$ cat src/rtl/dma_regs_pkg.sv
// Shared constants for the DMA channel register file.
// Assumes byte-wide port accesses and 16-bit programmed registers.
package dma_regs_pkg;
    localparam int REG_BITS  = 16;
    localparam int BYTE_BITS = 8;
    localparam logic KIND_ADDR  = 1'b0;
    localparam logic KIND_COUNT = 1'b1;
endpackage

$ cat src/rtl/dma_byte_ptr.sv
// Shared low/high byte pointer.
// Toggles on every channel access; a clear forces low byte and wins.
module dma_byte_ptr (
    input  logic clk,
    input  logic rst_n,
    input  logic clr,
    input  logic access,
    output logic ptr
);
    // Pointer state update with clear priority
    always_ff @(posedge clk) begin
        if (!rst_n)       ptr <= 1'b0;
        else if (clr)     ptr <= 1'b0;
        else if (access)  ptr <= ~ptr;
    end
endmodule

$ cat src/rtl/dma_chan_slot.sv
// One channel: base address/count, working start address and progress.
// Assumes wr_hit is already qualified for this channel.
module dma_chan_slot
    import dma_regs_pkg::*;
#(
    parameter int WSHIFT = 0,
    localparam int AW = REG_BITS + WSHIFT,
    localparam int PW = REG_BITS + 1 + WSHIFT,
    localparam int VW = REG_BITS + 2 + WSHIFT
) (
    input  logic                 clk,
    input  logic                 rst_n,
    input  logic                 wr_hit,
    input  logic                 kind,
    input  logic                 ptr,
    input  logic [BYTE_BITS-1:0] wr_data,
    input  logic                 prog_we,
    input  logic [PW-1:0]        prog_val,
    input  logic                 dir_down,
    output logic [VW-1:0]        addr_view,
    output logic [VW-1:0]        cnt_view,
    output logic [AW-1:0]        start_addr,
    output logic [PW-1:0]        xfer_len
);
    logic [REG_BITS-1:0] base_addr;
    logic [REG_BITS-1:0] base_cnt;
    logic [PW-1:0]       prog;
    logic                restart;
    logic [REG_BITS-1:0] next_base_addr;

    assign restart        = wr_hit && ptr;
    assign next_base_addr = (kind == KIND_ADDR) ? {wr_data, base_addr[7:0]} : base_addr;

    // Programmed base registers, byte-at-a-time
    always_ff @(posedge clk) begin
        if (!rst_n) begin
            base_addr <= '0;
            base_cnt  <= '0;
        end else if (wr_hit) begin
            if (kind == KIND_ADDR) begin
                if (ptr) base_addr[15:8] <= wr_data;
                else     base_addr[7:0]  <= wr_data;
            end else begin
                if (ptr) base_cnt[15:8]  <= wr_data;
                else     base_cnt[7:0]   <= wr_data;
            end
        end
    end

    // Working start address, reloaded on channel restart
    always_ff @(posedge clk) begin
        if (!rst_n)       start_addr <= '0;
        else if (restart) start_addr <= AW'(next_base_addr) << WSHIFT;
    end

    // Progress from the transfer engine; restart has priority
    always_ff @(posedge clk) begin
        if (!rst_n)       prog <= '0;
        else if (restart) prog <= '0;
        else if (prog_we) prog <= prog_val;
    end

    // Live readback values and transfer length
    always_comb begin
        addr_view = dir_down ? (VW'(start_addr) - VW'(prog)) : (VW'(start_addr) + VW'(prog));
        cnt_view  = (VW'(base_cnt) << WSHIFT) - VW'(prog);
        xfer_len  = (PW'(base_cnt) + PW'(1)) << WSHIFT;
    end
endmodule

$ cat src/rtl/dma_read_mux.sv
// Selects a channel's view, extracts one byte and registers it.
// Assumes views are packed channel 0 lowest.
module dma_read_mux
    import dma_regs_pkg::*;
#(
    parameter int NUM_CH = 4,
    parameter int WSHIFT = 0,
    localparam int CH_W = $clog2(NUM_CH),
    localparam int VW = REG_BITS + 2 + WSHIFT
) (
    input  logic                   clk,
    input  logic                   rst_n,
    input  logic                   rd_en,
    input  logic [CH_W-1:0]        ch,
    input  logic                   kind,
    input  logic                   ptr,
    input  logic [NUM_CH*VW-1:0]   addr_views,
    input  logic [NUM_CH*VW-1:0]   cnt_views,
    output logic [BYTE_BITS-1:0]   rd_data
);
    logic [VW-1:0]        view;
    logic [BYTE_BITS-1:0] pick;

    // Byte extraction from the selected view
    always_comb begin
        view = (kind == KIND_COUNT) ? cnt_views[int'(ch)*VW +: VW] : addr_views[int'(ch)*VW +: VW];
        pick = BYTE_BITS'(view >> (WSHIFT + (ptr ? BYTE_BITS : 0)));
    end

    // Read data register, updated only on a read
    always_ff @(posedge clk) begin
        if (!rst_n)     rd_data <= '0;
        else if (rd_en) rd_data <= pick;
    end
endmodule

$ cat src/rtl/dma_chan_regs.sv
// Top of the DMA channel address/count register file.
// Assumes rd_en and wr_en are not both high; both still toggle the pointer once.
module dma_chan_regs
    import dma_regs_pkg::*;
#(
    parameter int NUM_CH = 4,
    parameter int WSHIFT = 0,
    localparam int CH_W = $clog2(NUM_CH),
    localparam int AW = REG_BITS + WSHIFT,
    localparam int PW = REG_BITS + 1 + WSHIFT,
    localparam int VW = REG_BITS + 2 + WSHIFT
) (
    input  logic                  clk,
    input  logic                  rst_n,
    input  logic [CH_W:0]         port_sel,
    input  logic                  wr_en,
    input  logic                  rd_en,
    input  logic [BYTE_BITS-1:0]  wr_data,
    output logic [BYTE_BITS-1:0]  rd_data,
    input  logic                  ptr_clear,
    input  logic [NUM_CH-1:0]     dir_down,
    input  logic [NUM_CH-1:0]     prog_we,
    input  logic [PW-1:0]         prog_val,
    output logic [NUM_CH*AW-1:0]  chan_start,
    output logic [NUM_CH*PW-1:0]  chan_len
);
    logic [CH_W-1:0]      ch;
    logic                 kind;
    logic                 byte_ptr;
    logic [NUM_CH*VW-1:0] addr_views;
    logic [NUM_CH*VW-1:0] cnt_views;

    assign ch   = port_sel[CH_W:1];
    assign kind = port_sel[0];

    dma_byte_ptr u_ptr (
        .clk    (clk),
        .rst_n  (rst_n),
        .clr    (ptr_clear),
        .access (rd_en || wr_en),
        .ptr    (byte_ptr)
    );

    for (genvar c = 0; c < NUM_CH; c++) begin : g_ch
        dma_chan_slot #(.WSHIFT(WSHIFT)) u_slot (
            .clk        (clk),
            .rst_n      (rst_n),
            .wr_hit     (wr_en && (ch == CH_W'(c))),
            .kind       (kind),
            .ptr        (byte_ptr),
            .wr_data    (wr_data),
            .prog_we    (prog_we[c]),
            .prog_val   (prog_val),
            .dir_down   (dir_down[c]),
            .addr_view  (addr_views[c*VW +: VW]),
            .cnt_view   (cnt_views[c*VW +: VW]),
            .start_addr (chan_start[c*AW +: AW]),
            .xfer_len   (chan_len[c*PW +: PW])
        );
    end

    dma_read_mux #(.NUM_CH(NUM_CH), .WSHIFT(WSHIFT)) u_rd (
        .clk        (clk),
        .rst_n      (rst_n),
        .rd_en      (rd_en),
        .ch         (ch),
        .kind       (kind),
        .ptr        (byte_ptr),
        .addr_views (addr_views),
        .cnt_views  (cnt_views),
        .rd_data    (rd_data)
    );
endmodule

$ cat config.mk
export PLATFORM = sky130hd
export DESIGN_NAME = dma_chan_regs
export DESIGN_NICKNAME = d
export VERILOG_FILES = /design/src/rtl/dma_regs_pkg.sv /design/src/rtl/dma_byte_ptr.sv /design/src/rtl/dma_chan_slot.sv /design/src/rtl/dma_read_mux.sv /design/src/rtl/dma_chan_regs.sv
export SDC_FILE = /design/constraint.sdc
export NUM_CORES = 1
export LEC_CHECK = 0
export BUFFER_PORTS_ARGS = -buffer_cell sky130_fd_sc_hd__buf_2
export CORE_UTILIZATION = 53
export DETAILED_ROUTE_END_ITERATION = 6
export HOLD_SLACK_MARGIN = 0.1
export PLACE_DENSITY_LB_ADDON = 0.05
export SYNTH_ARGS = -nofsm -noshare
export SYNTH_HDL_FRONTEND = slang
export SYNTH_SLANG_ARGS = --single-unit
export TNS_END_PERCENT = 1
$ cat constraint.sdc
create_clock -name clk -period 3.9 [get_ports clk]
set_clock_uncertainty 0.05 [all_clocks]
set_input_delay 0.39 -clock clk [delete_from_list [all_inputs] [get_ports clk]]
set_output_delay 0.39 -clock clk [all_outputs]
set_load 0.1 [all_outputs]
==> run metrics <==
Area Growth Syn to Fin 14.26%; Hold Crit Depth 3; PD cells 380.1 nW/um^2; Max Clk Rate 0.2696 GHz; GR Util All Layers 37.70%; Mapped Area 18,610 um^2; synth warn 0; worst r2r src g_ch[2].u_slot.prog[1]$_SDFFE_PP0P_; main combinational cell family by area after synthesis compound AO/OA/AOI/OAI gates; H-tree depth 1; latest clock arrival within the worst-skew pair 0.59 ns; Max Cap Viol 0; drt drc 0; Port Buffer Count 179; total length of routed wires 69,080 um; DIE AREA 35,860 um^2; final core utilization 61.54%; slew margin rel. 13.23%; worst hold path class in -> reg; Clock Pin Slew Worst Setup and Hold Paths 0.06 ns; distinct cell type count after synthesis 76; FILL cells 3,161; largest net degree at the start of global routing 57; post-synthesis compound-gate area fraction 21.07%; #FFs+latches synth 265; final setup vio count 0; Setup WS pre-CTS 0.09880 ns; drt pass-1 iters 5; share of layout cells above drive strength 1 12.96%; hpwl dp 50,920 um; vias per cell 6.043; Initial DRC Count 1,552; sequential fraction of the synthesis area 28.51%; gp weighted congestion 1.012; R2R cell count 14; EDFF count, synth 0; Setup crit end kind flop; syn_area_per_cell 7.951 um^2; Top FF cell, synth dfxtp_1; period utilisation layout 95.12%; Syn Nets 2,517; CTS tree built; number of global-route vias before repair 16,530; die span in x 189.4 um; Max FO, Critical Path 4; Post-Synthesis Cells 2,340; r2r endpoint u_rd.rd_data[0]$_SDFFE_PN0P_; Ports 181; num rows 68; core area 34,540 um^2; Wirelength per Cell 23.11 um; Leak 9.086 nW; Initial Utilization 53.86%; initial antenna violation count 2; minimum clock period 3.710 ns; CP arrival 4.10 ns; fraction of the mapped netlist area in adder cells 9.469%; Worst Tran Pin Value 1.299 ns; Hold Fails Final Rpt 0; root buffer cell clkbuf_16; die height 189.4 um; multiplexer share of the synthesized area 6.288%; first-pass GRT wire length 101,500 um; Worst EP required 4.29 ns; final worst slack 0.1905 ns; Max Buffers Root-to-Sink 3; FF-to-FF setup slack 0.19 ns; Synth Area in Simple Gates 20.80%; clock tree sinks 265; worst hold path endpoint g_ch[2].u_slot.prog[15]$_SDFFE_PP0P_; GR Overflow Total 0; Hold Startpoint prog_val[15]; Via Count 18,060; Final #Nets 2,684; XOR/XNOR Fraction of Synth Area 9.556%; Tot Pwr 0.008081 W; TritonCTS Buffers 30; post-synthesis async set-or-reset flop share 0%; worst vdd ir 0.3661 mV; status finished, final reports clean; RSZ-0062 raised after global routing false; max-slew violations 0; setup_tns 0 ns; WS Path Type reg -> reg; Routed Antenna Nets 0; startpoint types flop
==> Yosys cell counts (all sizes together), types with 95 or more instances <==
cell	n	area [um^2]
a21boi	130	975.9
a21oi	123	619.4
clkbuf	95	360.3
dfxtp	265	5305
ha	128	1602
inv	106	397.9
mux2i	100	1001
nand2	299	1122
nand3	121	605.6
nor2	198	743.2
o21ai	100	515.5
xnor2	153	1340
==> stage by stage <==
stage / std cells / hold slack [ns] / area, um^2
2_1_floorplan: 2340 / 0.3912 / 18610
6_report: 2989 / 0.2127 / 21260
3_3_place_gp: 2929 / 0.3967 / 20140
3_5_place_dp: 2929 / 0.4054 / 20140
4_1_cts: 2986 / 0.1802 / 21210
5_1_grt: 2986 / 0.1939 / 21250
==> power by group <==
group	total (W)	internal (W)	switching [W]	leakage (nW)
clock network	0.00308	0.00183	0.00125	0.525
logic	0.00213	0.000758	0.00137	6.41
registers	0.00287	0.00278	0.0000930	2.15
==> cells by family after synthesis <==
group                    Yosys count
AO/OA/AOI/OAI                    574
XOR/XNOR                         203
adder cells (fa/ha/maj)          136
buffers and inverters            212
flip-flops                       265
multiplexers                     110
AND/OR/NAND/NOR                  840
==> area by class of cell <==
type	count	area [um^2]	share of cell area [%]
inverter	107	401.6	1.889
timing repair buffer	240	1361	6.403
tap	455	569.3	2.678
clock buffer	37	818.3	3.849
multi-input combinational	1863	12550	59.05
sequential	265	5309	24.97
antenna	3	7.507	0.03531
clock inverter	19	237.7	1.118
==> routing by layer <==
| layer | wire (um) | GRT usage [%] | vias up |
|---|---|---|---|
| met4 | 3866 | 18.05 | 2 |
| li1 | - | - | 8592 |
| met2 | 29740 | 58.34 | 742 |
| met1 | 29780 | 50.18 | 8549 |
| met3 | 5683 | 7.303 | 179 |
| met5 | 9 | 0 | - |
==> flip-flops by register name (all words and copies together) (netlist names) <==
name / count
g_ch.u_slot.base_addr: 64
g_ch.u_slot.base_cnt: 64
g_ch.u_slot.prog: 64
g_ch.u_slot.start_addr: 64
u_ptr.ptr: 1
u_rd.rd_data: 8
==> worst max path at each step <==
stage | end | startpoint | slack [ns]
after global placement | u_rd.rd_data[6]$_SDFFE_PN0P_ | g_ch[0].u_slot.prog[1]$_SDFFE_PP0P_ | 0.13
after global routing | u_rd.rd_data[2]$_SDFFE_PN0P_ | g_ch[0].u_slot.prog[1]$_SDFFE_PP0P_ | 0.007
after detailed placement | u_rd.rd_data[6]$_SDFFE_PN0P_ | g_ch[0].u_slot.prog[1]$_SDFFE_PP0P_ | 0.1
after floorplan | u_rd.rd_data[6]$_SDFFE_PN0P_ | g_ch[0].u_slot.start_addr[0]$_SDFFE_PN0P_ | 0.29
final | u_rd.rd_data[0]$_SDFFE_PN0P_ | g_ch[2].u_slot.prog[1]$_SDFFE_PP0P_ | 0.19
after CTS | u_rd.rd_data[6]$_SDFFE_PN0P_ | g_ch[0].u_slot.prog[1]$_SDFFE_PP0P_ | 0.08
==> what timing repair did <==
item                                    in CTS  in global routing
endpoints found under the setup margin       0                  4
hold buffers                                 1                  0
buffers inserted                             0                  0
endpoints found under the hold margin        1                  0
resized for setup                            0                 10
==> cell usage in the layout, fill, tap and decap left out, types with 17 or more instances in the layout <==
master     instances
clkbuf_16         31
o211a_1           33
dfxtp_1          264
a21boi_0         129
nor2b_1           64
and3_1            23
inv_1            105
a21o_1            17
nand2_1          299
mux2i_1          100
a21oi_1          121
ha_1             128
xnor2_1          153
a31oi_1           30
nor3_1            47
nor2_1           194
buf_2            177
buf_4             62
o21ai_0           95
o21a_1            29
xor2_1            50
nand3_1          121
==> worst max-delay path, cell delays in order (launching register included) <==
cell      delay [ns]
dfxtp_1         0.35
inv_1           0.14
ha_1            0.22
nand2_1         0.06
nor3_1          0.25
nor2_1          0.09
xnor2_1         0.15
ha_1            0.24
or3_1           0.40
o221a_4         0.30
or3_1           0.30
nand3_1         0.08
o21ai_0         0.11
a222oi_1        0.69
a21oi_1         0.14
(Power assumes the default switching activity.)
